**src/rtl/dmc_pkg.sv**
```systemverilog
package dmc_pkg;
  typedef enum logic [2:0] {
    ST_IDLE,
    ST_SETUP,
    ST_RCD,
    ST_CAS,
    ST_PRE,
    ST_RSET,
    ST_RRAS
  } dmc_state_e;
endpackage

```
**src/rtl/dmc_refresh.sv**
```systemverilog
module dmc_refresh #(
  parameter int REF_PERIOD = 1562,
  parameter int ROW_W      = 8
) (
  input  logic             clk,
  input  logic             rst,
  input  logic             ack,
  output logic             pend,
  output logic [ROW_W-1:0] row_ptr
);
  localparam int TW = (REF_PERIOD > 1) ? $clog2(REF_PERIOD) : 1;

  logic [TW-1:0] tcnt;
  logic          wrap;

  assign wrap = (tcnt == TW'(REF_PERIOD - 1));

  always_ff @(posedge clk) begin
    if (rst) begin
      tcnt <= '0;
    end else if (wrap) begin
      tcnt <= '0;
    end else begin
      tcnt <= tcnt + TW'(1);
    end
  end

  // a new expiry wins over an acknowledge in the same clock
  always_ff @(posedge clk) begin
    if (rst) begin
      pend <= 1'b0;
    end else if (wrap) begin
      pend <= 1'b1;
    end else if (ack) begin
      pend <= 1'b0;
    end
  end

  always_ff @(posedge clk) begin
    if (rst) begin
      row_ptr <= '0;
    end else if (ack) begin
      row_ptr <= row_ptr + ROW_W'(1);
    end
  end

  p_pend_on_wrap_r7: assert property (@(posedge clk) disable iff (rst)
    wrap |=> pend);

  p_ptr_step_r7: assert property (@(posedge clk) disable iff (rst)
    ack |=> (row_ptr == $past(row_ptr) + ROW_W'(1)));
endmodule

```
**src/rtl/dmc_addr_mux.sv**
```systemverilog
module dmc_addr_mux #(
  parameter int ROW_W = 8
) (
  input  logic [2*ROW_W-1:0] addr,
  input  logic               col_sel,
  input  logic               ref_sel,
  input  logic [ROW_W-1:0]   ref_row,
  output logic [ROW_W-1:0]   pins
);
  for (genvar i = 0; i < ROW_W; i++) begin : g_bit
    logic half;
    assign half    = col_sel ? addr[ROW_W+i] : addr[i];
    assign pins[i] = ref_sel ? ref_row[i] : half;
  end
endmodule

```
**src/rtl/dmc_seq.sv**
```systemverilog
module dmc_seq
  import dmc_pkg::*;
#(
  parameter int ADDR_W = 16,
  parameter int DATA_W = 4,
  parameter int T_RCD  = 2,
  parameter int T_CAS  = 2,
  parameter int T_RP   = 2,
  parameter int T_RAS  = 4
) (
  input  logic              clk,
  input  logic              rst,
  input  logic              req_valid,
  input  logic              req_write,
  input  logic [ADDR_W-1:0] req_addr,
  input  logic [DATA_W-1:0] req_wdata,
  input  logic              ref_pend,
  input  logic [DATA_W-1:0] dq_in,
  output logic              ready,
  output logic              done,
  output logic [DATA_W-1:0] rdata,
  output logic              ras_n,
  output logic              cas_n,
  output logic              we_n,
  output logic              oe_n,
  output logic [DATA_W-1:0] dq_out,
  output logic              dq_oe,
  output logic              col_sel,
  output logic              ref_sel,
  output logic              ref_ack,
  output logic [ADDR_W-1:0] addr_q
);
  localparam int TM1   = (T_RCD > T_CAS) ? T_RCD : T_CAS;
  localparam int TM2   = (T_RP > T_RAS) ? T_RP : T_RAS;
  localparam int TMAX  = (TM1 > TM2) ? TM1 : TM2;
  localparam int CNT_W = $clog2(TMAX + 1);

  dmc_state_e        state;
  logic [CNT_W-1:0]  cnt;
  logic              wr_q;
  logic [DATA_W-1:0] wdata_q;

  assign ready = (state == ST_IDLE) && !ref_pend;

  always_ff @(posedge clk) begin
    if (rst) begin
      state   <= ST_IDLE;
      cnt     <= '0;
      ras_n   <= 1'b1;
      cas_n   <= 1'b1;
      we_n    <= 1'b1;
      oe_n    <= 1'b1;
      dq_oe   <= 1'b0;
      dq_out  <= '0;
      done    <= 1'b0;
      rdata   <= '0;
      col_sel <= 1'b0;
      ref_sel <= 1'b0;
      ref_ack <= 1'b0;
      addr_q  <= '0;
      wr_q    <= 1'b0;
      wdata_q <= '0;
    end else begin
      done    <= 1'b0;
      ref_ack <= 1'b0;
      case (state)
        ST_IDLE: begin
          if (ref_pend) begin
            ref_sel <= 1'b1;
            state   <= ST_RSET;
          end else if (req_valid) begin
            addr_q  <= req_addr;
            wr_q    <= req_write;
            wdata_q <= req_wdata;
            state   <= ST_SETUP;
          end
        end
        ST_SETUP: begin
          ras_n  <= 1'b0;
          we_n   <= !wr_q;
          dq_oe  <= wr_q;
          dq_out <= wdata_q;
          cnt    <= CNT_W'(T_RCD - 1);
          state  <= ST_RCD;
        end
        ST_RCD: begin
          col_sel <= 1'b1;
          if (cnt == '0) begin
            cas_n <= 1'b0;
            cnt   <= CNT_W'(T_CAS - 1);
            state <= ST_CAS;
          end else begin
            cnt <= cnt - CNT_W'(1);
          end
        end
        ST_CAS: begin
          if (!wr_q) oe_n <= 1'b0;
          if (cnt == '0) begin
            if (!wr_q) rdata <= dq_in;
            done    <= 1'b1;
            ras_n   <= 1'b1;
            cas_n   <= 1'b1;
            we_n    <= 1'b1;
            oe_n    <= 1'b1;
            dq_oe   <= 1'b0;
            col_sel <= 1'b0;
            cnt     <= CNT_W'(T_RP - 1);
            state   <= ST_PRE;
          end else begin
            cnt <= cnt - CNT_W'(1);
          end
        end
        ST_PRE: begin
          if (cnt == '0) state <= ST_IDLE;
          else           cnt   <= cnt - CNT_W'(1);
        end
        ST_RSET: begin
          ras_n <= 1'b0;
          cnt   <= CNT_W'(T_RAS - 1);
          state <= ST_RRAS;
        end
        ST_RRAS: begin
          if (cnt == '0) begin
            ras_n   <= 1'b1;
            ref_ack <= 1'b1;
            ref_sel <= 1'b0;
            cnt     <= CNT_W'(T_RP - 1);
            state   <= ST_PRE;
          end else begin
            cnt <= cnt - CNT_W'(1);
          end
        end
        default: state <= ST_IDLE;
      endcase
    end
  end

  p_we_oe_excl_r5: assert property (@(posedge clk) disable iff (rst)
    !(!we_n && !oe_n));

  p_cas_in_ras_r2: assert property (@(posedge clk) disable iff (rst)
    !cas_n |-> !ras_n);

  p_oe_in_cas_r4: assert property (@(posedge clk) disable iff (rst)
    !oe_n |-> !cas_n);

  p_done_pulse_r4: assert property (@(posedge clk) disable iff (rst)
    done |=> !done);

  p_ref_ras_only_r7: assert property (@(posedge clk) disable iff (rst)
    (state == ST_RRAS) |-> (cas_n && we_n && oe_n));

  p_accept_r9: assert property (@(posedge clk) disable iff (rst)
    (ready && req_valid) |=> !ready);

  p_col_after_ras_r1: assert property (@(posedge clk) disable iff (rst)
    col_sel |-> !ras_n);

  p_precharge_r6: assert property (@(posedge clk) disable iff (rst)
    $rose(ras_n) |=> ras_n);
endmodule

```
**src/rtl/dram_mux_ctrl.sv**
```systemverilog
module dram_mux_ctrl #(
  parameter int ADDR_W     = 16,
  parameter int DATA_W     = 4,
  parameter int T_RCD      = 2,
  parameter int T_CAS      = 2,
  parameter int T_RP       = 2,
  parameter int T_RAS      = 4,
  parameter int REF_PERIOD = 1562
) (
  input  logic                clk,
  input  logic                rst,
  input  logic                req_valid,
  input  logic                req_write,
  input  logic [ADDR_W-1:0]   req_addr,
  input  logic [DATA_W-1:0]   req_wdata,
  output logic                ready,
  output logic                done,
  output logic [DATA_W-1:0]   rdata,
  output logic [ADDR_W/2-1:0] dram_addr,
  output logic                dram_ras_n,
  output logic                dram_cas_n,
  output logic                dram_we_n,
  output logic                dram_oe_n,
  output logic [DATA_W-1:0]   dram_dq_out,
  output logic                dram_dq_oe,
  input  logic [DATA_W-1:0]   dram_dq_in
);
  localparam int ROW_W = ADDR_W / 2;

  logic              ref_pend;
  logic              ref_ack;
  logic [ROW_W-1:0]  ref_row;
  logic              col_sel;
  logic              ref_sel;
  logic [ADDR_W-1:0] addr_q;

  dmc_refresh #(
    .REF_PERIOD(REF_PERIOD),
    .ROW_W     (ROW_W)
  ) u_ref (
    .clk    (clk),
    .rst    (rst),
    .ack    (ref_ack),
    .pend   (ref_pend),
    .row_ptr(ref_row)
  );

  dmc_seq #(
    .ADDR_W(ADDR_W),
    .DATA_W(DATA_W),
    .T_RCD (T_RCD),
    .T_CAS (T_CAS),
    .T_RP  (T_RP),
    .T_RAS (T_RAS)
  ) u_seq (
    .clk      (clk),
    .rst      (rst),
    .req_valid(req_valid),
    .req_write(req_write),
    .req_addr (req_addr),
    .req_wdata(req_wdata),
    .ref_pend (ref_pend),
    .dq_in    (dram_dq_in),
    .ready    (ready),
    .done     (done),
    .rdata    (rdata),
    .ras_n    (dram_ras_n),
    .cas_n    (dram_cas_n),
    .we_n     (dram_we_n),
    .oe_n     (dram_oe_n),
    .dq_out   (dram_dq_out),
    .dq_oe    (dram_dq_oe),
    .col_sel  (col_sel),
    .ref_sel  (ref_sel),
    .ref_ack  (ref_ack),
    .addr_q   (addr_q)
  );

  dmc_addr_mux #(
    .ROW_W(ROW_W)
  ) u_mux (
    .addr   (addr_q),
    .col_sel(col_sel),
    .ref_sel(ref_sel),
    .ref_row(ref_row),
    .pins   (dram_addr)
  );
endmodule

```
**config.mk**
```make
export PLATFORM = sky130hd
export DESIGN_NAME = dram_mux_ctrl
export DESIGN_NICKNAME = d
export VERILOG_FILES = /design/src/rtl/dmc_pkg.sv /design/src/rtl/dmc_refresh.sv /design/src/rtl/dmc_addr_mux.sv /design/src/rtl/dmc_seq.sv /design/src/rtl/dram_mux_ctrl.sv
export SDC_FILE = /design/constraint.sdc
export NUM_CORES = 1
export LEC_CHECK = 0
export ABC_CLOCK_PERIOD_IN_PS = 2050
export BUFFER_PORTS_ARGS = -buffer_cell sky130_fd_sc_hd__buf_2
export CORE_MARGIN = 2
export CORE_UTILIZATION = 57
export CTS_BUF_LIST = sky130_fd_sc_hd__clkbuf_4
export CTS_CLUSTER_SIZE = 16
export DETAILED_ROUTE_END_ITERATION = 10
export GPL_ROUTABILITY_DRIVEN = 0
export PLACE_DENSITY = 0.81
export SYNTH_ARGS = -nofsm -noshare
export SYNTH_HDL_FRONTEND = slang
export SYNTH_SLANG_ARGS = --single-unit
```
**constraint.sdc**
```tcl
create_clock -name clk -period 2.05 [get_ports clk]
set_input_delay 0.1025 -clock clk [delete_from_list [all_inputs] [get_ports clk]]
set_output_delay 0.1025 -clock clk [all_outputs]
set_load 0.02 [all_outputs]
```
==> reports/metrics.yaml <==
run_status: "complete, no violations"
grt_pass1_wl_mm: 10.39
worstHoldPathType: "input pin to flop"
cp-start-kind: "flop"
hold_start: "req_valid"
synth_top_area_share_pct: 46.19
fin_skew_ns: 0.01051
post-route-min-period_ns: 1.777
synthCells: 337
synthesis.nets: 370
finalMaxSlewViolations: 0
detailed_place_hpwl_mm: 4.049
cts.repair.resized: 0
clockRootBuffer: "clkbuf_4"
drt_wl_total_mm: 6.234
yosysTopAreaCell: "dfxtp_1"
finalSetupViolations: 0
dr.pass1.iters: 5
multiInputGateArea_um2: 1363
gr-usage-met1_pct: 32.76
io-pin-count: 51
fmax_mhz: 562.9
diodes: 0
fill_cells: 380
ys.flop_type: "dfxtp_1"
yosys_warnings: 0
std_cell_rows: 25
grt_most_used_layer: "met2"
clk_pin_slew_ns: 0.10
cp_data_arrival_time_ns: 2.07
post-route-period-util_pct: 86.66
stdcell_count: 478
crit_type: "flop to flop"
total_power_mw: 3.644
dieArea_um2: 5441
path_max_fanout: 8
initial_utilization_pct: 58.73
slew_headroom_pct: 59.79
pwr_density_cell_nw_per_um2: 1066
p_leak_nw: 1.377
regToRegStartpoint: "u_seq.cnt[0]"
drtAntennaViolNets: 0
io_buffer_count: 50
drtIter0Drc: 131
end_kind: "flop"
cts.htree.levels: 3
nets: 439
grt_pass1_vias: 2366
critPathLaunch: "u_seq.cnt[0]"
grt_start_max_net_pins: 32
clk-insertion-delay-late_ns: 0.40
vias: 2522
track_usage_pct: 25.05
route.detailed.drc: 0
finalHoldViolCount: 0
rsz0062_at_grt: "no"
max_cap_violations: 0
routed_via_density: 5.276
worstPathRequired_ns: 2.35
pre_cts_ws_ns: 0.2743
wl_per_cell_um: 13.04
ys_async_sr_fraction_pct: 0
die_y_um: 73.76
clkSinkCount: 64
area_delta_synth_final_pct: 23.18
cts_buffer_depth: 2
postSynthAreaPerCell_um2: 8.231
antenna_found_initial: 0
core_area_um2: 4723
cts_buffers: 9
synth-seq-cells: 64
syn-cell-area_um2: 2774
met3_usage_pct: 6.722
grtUsageMet2_pct: 38.99
worstMarginPinSlew_ns: 0.6023
synth_edf_count: 0
seqCellArea_um2: 1281
synthTopCellsByArea: "dfxtp_1 (46%), nand2_1 (9.2%), a21oi_1 (6.7%)"
cts_tree: "built"
grt_overflow: 0
worst_slack_ns: 0.2734
drive_gt1_share_pct: 17.52
synth_sequential_area_ratio_pct: 46.19
die_x_um: 73.76
ir_worst_vdd_uv: 804.4
ys_types: 42
place_inst: 437
fin_setup_tns_ns: 0
## report_power, final
group          switching, mW  leakage, nW  internal (mW)  total [mW]
sequential             0.211        0.521           1.41        1.63
clock                  0.435       0.0703          0.368       0.804
combinational          0.722        0.786          0.492        1.21
## layout by cell type, fill, tap and decap left out, types with 5 or more instances in the layout
master,instances
a21oi_1,37
buf_2,50
buf_4,5
clkbuf_4,10
dfxtp_1,64
dlygate4sd3_1,25
ha_1,5
inv_1,7
mux2i_1,13
nand2_1,68
nand2b_1,5
nand4_1,7
nor2_1,31
o21ai_0,22
xor2_1,11
## synth_stat cells, types with 5 or more instances
library cell and n:
dfxtp_1 64, nand4_1 7, ha_1 5, a21oi_1 37
nor2_1 31, nand2_1 68, nand2b_1 5, inv_1 7
buf_2 5, o21ai_0 22, mux2i_1 13, clkbuf_1 12
xor2_1 11
## layout make-up
cell class,count,area share (%)
clock buffer,10,2.197
clock inverter,6,1.465
inverter,7,0.7689
multi-input combinational,244,39.88
sequential,64,37.50
tap,67,2.453
timing repair buffer,80,15.75
## flip-flops by register name, indices dropped and copies added, names as in the netlist, 3 cells and up
name           flops
u_seq.addr_q      16
u_ref.row_ptr      8
u_ref.tcnt        11
u_seq.rdata        4
u_seq.state        3
u_seq.cnt          3
u_seq.wdata_q      4
u_seq.dq_out       4
## critical path, cell delays in order, from the launching register on
cell and delay [ns]:
dfxtp_1 0.34, inv_1 0.08, ha_1 0.21, nor2b_1 0.40, nand3_1 0.32, mux2i_1 0.26, nor2_1 0.05
## kinds of logic after synthesis
| kind of cell | share of synthesized area, % |
|---|---|
| fa+ha+maj | 2.255 |
| mux | 4.691 |
| flops | 46.19 |
| buf+inv | 4.691 |
| xor+xnor | 4.736 |
| simple gates | 23.14 |
| compound gates | 14.30 |
## path summary, 6_finish.rpt
path	end	slack (ns)	cells after the start
worst min register to register	u_seq.dq_out[0]	0.45	2
worst max register to register	u_seq.rdata[1]	0.27	6
worst min-delay path	u_seq.state[0]	0.17	5
worst max-delay path	u_seq.rdata[1]	0.27	6
## metal layers
| layer | up-vias | part of all wire [%] | routed length [um] |
|---|---|---|---|
| li1 | 1280 | - | - |
| met1 | 1172 | 46 | 2857 |
| met2 | 59 | 49 | 3047 |
| met3 | 11 | 3.4 | 214 |
| met4 | 0 | 1.8 | 114 |
| met5 | - | 0 | 0 |
## through the flow
stage	cell area (um^2)	hold WS, ns	utilization [%]
floorplan	2774	0.2385	-
global placement	3042	0.3337	64.40
detailed placement	3042	0.3398	64.40
CTS	3417	0.1467	72.34
global route	3417	0.1713	72.34
finish	3417	0.1708	72.34
## repair_timing
item	CTS	global route
endpoints found under the hold margin	25	0
setup buffers	0	0
hold buffers	25	0
No activity file was read; power rests on OpenSTA's default activity.
